`src/rtl/adu_pkg.sv`:
```
package adu_pkg;

    localparam int          INSN_W      = 32;
    localparam int          POP_W       = 6;
    localparam int          XOP_W       = 10;
    localparam int          CRF_W       = 4;
    localparam logic [5:0]  POP_AVLANE  = 6'd22;
    localparam logic [9:0]  XOP_DIFF    = 10'b1011110110;
    localparam logic [9:0]  XOP_ACCUM   = 10'b1111110110;

    typedef enum logic [1:0] {
        K_NONE  = 2'd0,
        K_DIFF  = 2'd1,
        K_ACCUM = 2'd2,
        K_BAD   = 2'd3
    } kind_e;

    typedef struct packed {
        kind_e kind;
        logic  rec;
    } dec_t;

    typedef struct packed {
        logic lt;
        logic gt;
        logic eq;
        logic so;
    } crf_t;

    function automatic crf_t crf_make(input logic neg, input logic zero, input logic so);
        crf_t c;
        c.lt = neg;
        c.gt = !neg && !zero;
        c.eq = zero;
        c.so = so;
        return c;
    endfunction

endpackage

```
`src/rtl/adu_decode.sv`:
```
module adu_decode
    import adu_pkg::*;
(
    input  logic             vld,
    input  logic [POP_W-1:0] pop,
    input  logic [XOP_W-1:0] xop,
    input  logic             rec,
    output dec_t             dec
);
    logic hit_pop;

    always_comb begin
        hit_pop  = vld && (pop == POP_AVLANE);
        dec.rec  = rec;
        dec.kind = K_NONE;
        if (hit_pop) begin
            unique case (xop)
                XOP_DIFF:  dec.kind = K_DIFF;
                XOP_ACCUM: dec.kind = K_ACCUM;
                default:   dec.kind = K_BAD;
            endcase
        end
    end

    // no decoded operation without valid and the right primary opcode
    always_comb begin
        a_r8_kind_needs_pop: assert (dec.kind == K_NONE || (vld && pop == POP_AVLANE));
    end

endmodule

```
`src/rtl/adu_absdiff.sv`:
```
module adu_absdiff #(
    parameter int W = 64
) (
    input  logic [W-1:0] a,
    input  logic [W-1:0] b,
    output logic [W-1:0] d
);
    logic          a_lt_b;
    logic [W-1:0]  lhs;
    logic [W-1:0]  rhs;

    always_comb begin
        a_lt_b = a < b;
        lhs    = a_lt_b ? ~a : ~b;
        rhs    = a_lt_b ?  b :  a;
        d      = lhs + rhs + {{(W-1){1'b0}}, 1'b1};
    end

    // the difference vanishes exactly when the operands match
    always_comb begin
        a_r3_zero_iff_equal: assert ((d == '0) == (a == b));
    end

endmodule

```
`src/rtl/adu_accum.sv`:
```
module adu_accum
    import adu_pkg::*;
#(
    parameter int W = 64
) (
    input  kind_e        kind,
    input  logic [W-1:0] base,
    input  logic [W-1:0] diff,
    output logic [W-1:0] sum
);
    localparam int NSEL = 2;
    logic [W-1:0] cand [NSEL];

    for (genvar g = 0; g < NSEL; g++) begin : g_cand
        if (g == 0) begin : g_plain
            assign cand[g] = diff;
        end else begin : g_acc
            assign cand[g] = base + diff;
        end
    end

    assign sum = (kind == K_ACCUM) ? cand[1] : cand[0];

endmodule

```
`src/rtl/adu_unit.sv`:
```
module adu_unit
    import adu_pkg::*;
#(
    parameter int XLEN = 64
) (
    input  logic            clk,
    input  logic            rst,
    input  logic            valid_i,
    input  logic [31:0]     instr_i,
    input  logic [XLEN-1:0] ra_i,
    input  logic [XLEN-1:0] rb_i,
    input  logic [XLEN-1:0] rt_i,
    input  logic            so_i,
    output logic [XLEN-1:0] result_o,
    output logic            rt_we_o,
    output logic [3:0]      cr0_o,
    output logic            cr0_we_o,
    output logic            illegal_o
);
    localparam int POP_LSB = INSN_W - POP_W;
    localparam int XOP_LSB = 1;

    dec_t            dec;
    logic [XLEN-1:0] diff;
    logic [XLEN-1:0] sum;
    crf_t            crf_n;
    logic            legal;

    adu_decode u_dec (
        .vld (valid_i),
        .pop (instr_i[INSN_W-1:POP_LSB]),
        .xop (instr_i[XOP_LSB+XOP_W-1:XOP_LSB]),
        .rec (instr_i[0]),
        .dec (dec)
    );

    adu_absdiff #(.W(XLEN)) u_diff (
        .a (ra_i),
        .b (rb_i),
        .d (diff)
    );

    adu_accum #(.W(XLEN)) u_acc (
        .kind (dec.kind),
        .base (rt_i),
        .diff (diff),
        .sum  (sum)
    );

    always_comb begin
        legal = (dec.kind == K_DIFF) || (dec.kind == K_ACCUM);
        crf_n = crf_make(sum[XLEN-1], sum == '0, so_i);
    end

    always_ff @(posedge clk) begin
        if (rst) begin
            result_o  <= '0;
            rt_we_o   <= 1'b0;
            cr0_o     <= '0;
            cr0_we_o  <= 1'b0;
            illegal_o <= 1'b0;
        end else begin
            rt_we_o   <= legal;
            cr0_we_o  <= legal && dec.rec;
            illegal_o <= dec.kind == K_BAD;
            if (legal) begin
                result_o <= sum;
                cr0_o    <= crf_n;
            end
        end
    end

    // an illegal word never writes anything
    a_r7_illegal_silent: assert property (@(posedge clk) disable iff (rst)
        illegal_o |-> (!rt_we_o && !cr0_we_o));

    // the condition field is written only alongside the register
    a_r6_cr_with_rt: assert property (@(posedge clk) disable iff (rst)
        cr0_we_o |-> rt_we_o);

    // a written zero result reports EQ and nothing else of LT/GT
    a_r6_eq_on_zero: assert property (@(posedge clk) disable iff (rst)
        (cr0_we_o && result_o == '0) |-> (cr0_o[3:1] == 3'b001));

    // every flag follows a valid word of the previous cycle
    a_r9_pulse_after_valid: assert property (@(posedge clk) disable iff (rst)
        (rt_we_o || illegal_o) |-> $past(valid_i));

    // flags never overlap
    a_r9_flags_exclusive: assert property (@(posedge clk) disable iff (rst)
        $onehot0({rt_we_o, illegal_o}));

endmodule

```
`config.mk`:
```
export PLATFORM = sky130hd
export DESIGN_NAME = adu_unit
export DESIGN_NICKNAME = d
export VERILOG_FILES = /design/src/rtl/adu_pkg.sv /design/src/rtl/adu_decode.sv /design/src/rtl/adu_absdiff.sv /design/src/rtl/adu_accum.sv /design/src/rtl/adu_unit.sv
export SDC_FILE = /design/constraint.sdc
export NUM_CORES = 1
export LEC_CHECK = 0
export ABC_AREA = 1
export BUFFER_PORTS_ARGS = -buffer_cell sky130_fd_sc_hd__clkbuf_2
export CELL_PAD_IN_SITES_DETAIL_PLACEMENT = 1
export CELL_PAD_IN_SITES_GLOBAL_PLACEMENT = 2
export CORE_MARGIN = 1
export CORE_UTILIZATION = 30
export CTS_CLUSTER_DIAMETER = 80
export CTS_CLUSTER_SIZE = 16
export DETAILED_ROUTE_END_ITERATION = 7
export HOLD_SLACK_MARGIN = 0.15
export PLACE_DENSITY_LB_ADDON = 0.1
export SLEW_MARGIN = 30
export SYNTH_ARGS = -nofsm -noshare
export SYNTH_HDL_FRONTEND = slang
export SYNTH_SLANG_ARGS = --single-unit
```
`constraint.sdc`:
```
create_clock -name clk -period 9.6 [get_ports clk]
set_input_delay 0.96 -clock clk [delete_from_list [all_inputs] [get_ports clk]]
set_output_delay 0.96 -clock clk [all_outputs]
set_load 0.05 [all_outputs]
```
==> Word level (Yosys, flattened, before mapping) <==
Index checks and enable logic that the tools add are counted.
{ "totals": {"regBits": 71} }
{ "op_classes": {"n_addsub": 3, "n_lt_le_gt_ge": 1, "n_eq_ne": 6, "n_mux": 5, "bitwise_logic": 2, "reduce_logical": 7} }
{ "op_table": {"columns": ["op", "n"], "rows": [
  ["64-bit 2-to-1 mux", 3],
  ["64-bit adder", 2],
  ["64-bit inverter", 2],
  ["64-bit by 1-bit adder with 64-bit output (second input constant)", 1],
  ["64-bit logical NOT", 1],
  ["64-bit < comparator", 1],
  ["10-bit == test (second input constant)", 2],
  ["6-bit by 5-bit == test with 1-bit output (second input constant)", 1],
  ["2-bit == test (second input constant)", 2],
  ["2-bit case mux with 2 select lines", 1],
  ["1-bit logical AND", 3],
  ["2-bit by 1-bit == test with 1-bit output (second input constant)", 1],
  ["1-bit logical NOT", 2],
  ["2-bit 2-to-1 mux", 1],
  ["1-bit logical OR", 1]
]} }

==> Logic depth before layout (Yosys ltp) <==
{ "depth": {"depth_word": 9, "depth_mapped": 57, "ltp_nobuf": 56} }

==> Cells and area by module <==
From an unflattened synthesis, not the netlist that was laid out.
{ "hier_totals": {"hier_cells": 3602, "area_unflattened_um2": 17523.1} }
{ "modules_own_cells": {"columns": ["module", "n_inst", "cells_each", "area_each_um2"], "rows": [
  ["adu_absdiff", 1, 1791, 8106.5],
  ["adu_accum", 1, 1424, 6601.3],
  ["adu_unit", 1, 363, 2705.1],
  ["adu_decode", 1, 24, 110.1]
]} }

==> Least setup slack after synthesis <==
OpenSTA, ideal clock, no wires.
{ "synth_path": {"kind": "in2reg", "from": "in rb_i[35]", "to": "reg cr0_o[1]", "setup_time_ps": 63, "arrival_ps": 6068, "required_time_ps": 9537, "path_slack_ps": 3469, "cell_stages": 47, "n_path_buf": 1, "path_cell_list": "inv_1 ha_1 nand2_1 inv_2 nand2_1 nand2_1 nand2_1 nand2_1 nand2_1 nand2_1 a21oi_4 buf_2 nand3_1 and2_1 ha_1 inv_1 nand3_2 nand2_1 [... 11 more ...] inv_1 nor2_1 and3_1 nand3_1 nand3_1 inv_1 o21ai_0 a21boi_0 o21ai_0 xnor2_1 nand2_1 nand2_1 nand3_1 nor2_1 nand3_1 nor2_2 nor2_1 nor2_2"} }
{ "synth_via": {"elab_chain_cells": 7, "word_cells_on_any_way": 9, "cone_classes": "3 x add/sub; 1 x order compare; 3 x mux; 1 x bitwise; 1 x reduce/logical"} }
{ "synth_rtl": {"columns": ["element", "line_no", "source"], "rows": [
  ["start, declared", "adu_unit.sv:11", "input logic [XLEN-1:0] rb_i,"],
  ["64-bit < comparator / 64-bit inverter (equally long branches)", "adu_absdiff.sv:13, adu_absdiff.sv:14", null],
  ["64-bit 2-to-1 mux (on tied branches)", "adu_absdiff.sv:14, adu_absdiff.sv:15", null],
  ["64-bit adder *", "adu_absdiff.sv:16", "d = lhs + rhs + {{(W-1){1'b0}}, 1'b1};"],
  ["64-bit by 1-bit adder with 64-bit output *", "adu_absdiff.sv:16", null],
  ["64-bit adder", "adu_accum.sv:18", "assign cand[g] = base + diff;"],
  ["64-bit 2-to-1 mux *", "adu_accum.sv:22", "assign sum = (kind == K_ACCUM) ? cand[1] : cand[0];"],
  ["64-bit logical NOT *", "adu_unit.sv:52", "crf_n = crf_make(sum[XLEN-1], sum == '0, so_i);"],
  ["end signal, assigned", "adu_unit.sv:68", "cr0_o <= crf_n;"],
  ["end, declared", "adu_unit.sv:16", "output logic [3:0] cr0_o,"]
]} }
Mark *: on every way between the ends. The rest lies on a longest branch, timed or not.
A chain may end at the register's enable or synchronous reset.

==> Worst setup path after layout <==
{ "layout_path": {"from": "in rb_i[31]", "to": "reg cr0_o[1]"} }
Same word-level chain as after synthesis.

==> impl_metrics.json <==
{
  "cts_max_level": 3,
  "yosys_warnings": 0,
  "critPathSlowestCell": "buf_4",
  "grt_start_max_net_pins": 95,
  "core.rowCount": 83,
  "initial_core_util_pct": 30.60,
  "cts_sinks": 70,
  "ys_async_sr_fraction_pct": 0,
  "vdd_ir_drop_max_v": 0.00009245,
  "overflow": 0,
  "fmax_mhz": 122.1,
  "fin_crit_sh_pct": 85.33,
  "synthFlopType": "dfxtp_1",
  "final_net_count": 3743,
  "antenna_found_initial": 0,
  "max_cap_violations": 0,
  "cts_tree": "built",
  "status": "finished, final reports clean",
  "finClkSkew_ps": 0,
  "synth_area_um2": 15860,
  "firstDrtPassIters": 5,
  "gp_congestion": 0.9044,
  "cts_root_buffer": "clkbuf_16",
  "critPathMaxStageDelay_ps": 550,
  "rr_worst_depth": 4,
  "drt_iter0_markers": 776,
  "clk_path_buf_depth": 2,
  "setup_violations": 0,
  "critical_path.top_delay_family": "simple AND/OR/NAND/NOR gates",
  "min_path_cells": 2,
  "cp-end-kind": "register",
  "seq_area_frac_synth_pct": 8.836,
  "crit_type": "input pin to register",
  "grt_usage_pct": 26.42,
  "crit_arrival_ps": 8470,
  "grt_pass1_wl_um": 110000,
  "worstHoldEndpoint": "result_o[25]",
  "hold_slack_ps": 483.2,
  "post_cts.repair.setup_buffers": 0,
  "grt_pass1_vias": 20310,
  "cp_max_fo": 58,
  "layout-drive-gt1-share_pct": 10.62,
  "worst-r2r-setup-slack_ps": 8860,
  "power_density_nw_per_um2": 133.9,
  "coreArea_um2": 51820,
  "insertion_delay_ps": 340,
  "synth_cells": 3124,
  "detail_route.wl_per_cell_um": 17.67,
  "numCtsBuffers": 9,
  "synth_seq_cells": 70,
  "power.total_mw": 2.442,
  "dieArea_um2": 53790,
  "ant_nets": 0,
  "slew_headroom_pct": 37.41,
  "p_leak_nw": 10.80,
  "ys_types": 49,
  "startpoint_type": "input pin",
  "period_minus_slack_ps": 8192,
  "rsz0062_at_grt": "false",
  "critical_path_required_ps": 9880,
  "hpwl_um": 63810,
  "viasPerCell": 4.887,
  "num_vias": 19840,
  "ios": 299,
  "crit_buf_inv": 12,
  "hold_class": "register to register",
  "worstReg2RegEnd": "result_o[40]",
  "die_h_um": 231.9,
  "die_w_um": 231.9,
  "worst_slew_pin_slew_ps": 938.8,
  "slew_viol_final": 0,
  "syn2layout_area_growth_pct": 14.94,
  "rr_startpoint": "result_o[40]",
  "worstHoldStart": "result_o[25]",
  "cpMostUsedCell": "nand2_1",
  "fin_tns_setup_ps": 0,
  "cts_resized": 0,
  "hold_viol_final": 0,
  "postSynthAreaPerCell_um2": 5.076,
  "hold_buffers": 0,
  "drc": 0,
  "diodes": 0,
  "routed_wl_um": 71730,
  "synth.net_count": 3491,
  "port_buffers": 283,
  "synth_edf_count": 0,
  "path_clk_slew_ps": 60
}
worst max-delay path by stage:
stage	from	depth (start not counted)	slack (ps)	end
after floorplan	rb_i[35]	47	3470	cr0_o[1]
after detailed placement	rb_i[37]	50	1030	cr0_o[1]
final	rb_i[31]	50	1410	cr0_o[1]
after CTS	rb_i[31]	50	1370	cr0_o[1]
after global placement	rb_i[55]	50	1150	cr0_o[1]
after global routing	rb_i[31]	50	610	cr0_o[1]
area by class of cell:
type	instances	area (um2)
clock inverter	1	5.005
clock buffer	13	270.3
inverter	610	2290
multi-input combinational	2390	11910
timing repair buffer	295	1506
tap	680	850.8
fill	7480	33590
sequential	70	1401
routing by layer:
layer  track usage (%)  share of wire (%)  vias up
met2             52.49                 53      259
li1                  -                  -    10250
met3             1.523                2.2       61
met5                 0                  0        -
met4             5.674                2.3        0
met1             30.36                 43     9269
tightest hold or removal path, stage by stage, from the launching register on:
cell and delay, ps:
dfxtp_1 320, o211ai_1 80, inv_1 50
sequential cells by signal, indices dropped and copies added, names as in the netlist:
name       flops
illegal_o      1
result_o      64
rt_we_o        1
cr0_we_o       1
cr0_o          3
metrics by stage:
stage | util, % | instances | setup slack [ps] | cell area [um2]
finish | 35.18 | 4059 | 1408 | 18230
global route | 35.18 | 4059 | 613.4 | 18230
CTS | 35.18 | 4059 | 1374 | 18230
detailed placement | 34.65 | 4045 | 1032 | 17950
global placement | 34.65 | 4045 | 1150 | 17950
floorplan | - | 3124 | 3469 | 15860
synthesized netlist by cell type, types with 3 or more instances:
cell type  instances  area share, %
o21a_1             8           0.38
nor4_1             8           0.32
and2_1            37            1.5
nand2_1         1045             25
buf_4              4           0.19
nor2_2            10           0.39
clkbuf_1          28           0.66
o31ai_1            3           0.14
o211ai_1          39            1.8
nor2_4             3           0.21
or2_2              7           0.28
a21oi_1          171            5.4
a21boi_0           6           0.28
nand4_1           27            1.1
inv_2             11           0.26
inv_1            597             14
a21o_1             4           0.19
buf_1             12           0.28
xor2_1            26            1.4
buf_2              5           0.16
nand2_2            6           0.24
a31oi_1           18           0.71
dfxtp_1           70            8.8
nor2_1           372            8.8
nand3b_1          31            1.5
o21bai_1           5           0.24
o21ai_1            5           0.16
ha_1             138             11
nand3_1          238            7.5
xnor2_1           22            1.2
buf_6              4           0.28
o21ai_0          114            3.6
a21oi_2            3           0.17
nor3_1            25           0.79
o221ai_1           3           0.17
cells in the final DEF, fill, tap and decap left out, types with 25 or more instances in the layout:
master / instances
a21oi_1: 171
and2_1: 37
clkbuf_2: 283
dfxtp_1: 70
ha_1: 137
inv_1: 594
nand2_1: 1045
nand3_1: 238
nand3b_1: 31
nand4_1: 27
nor2_1: 372
nor3_1: 25
o211ai_1: 39
o21ai_0: 114
xor2_1: 26
cells by family after synthesis:
| family | count (synthesis) | synth area share (%) |
|---|---|---|
| and+or+nand+nor | 1820 | 47.85 |
| buffers and inverters | 664 | 16.11 |
| AOI/OAI and AO/OA | 383 | 13.54 |
| adders and majority gates | 139 | 11.01 |
| DFF | 70 | 8.836 |
| xor gates and xnor gates | 48 | 2.651 |
report_power, final:
part,internal [mW],switching [mW]
Sequential,0.295,0.00235
Clock,0.193,0.121
Combinational,0.583,1.25
Total,1.07,1.37
Power figures use the tool's default switching activity.
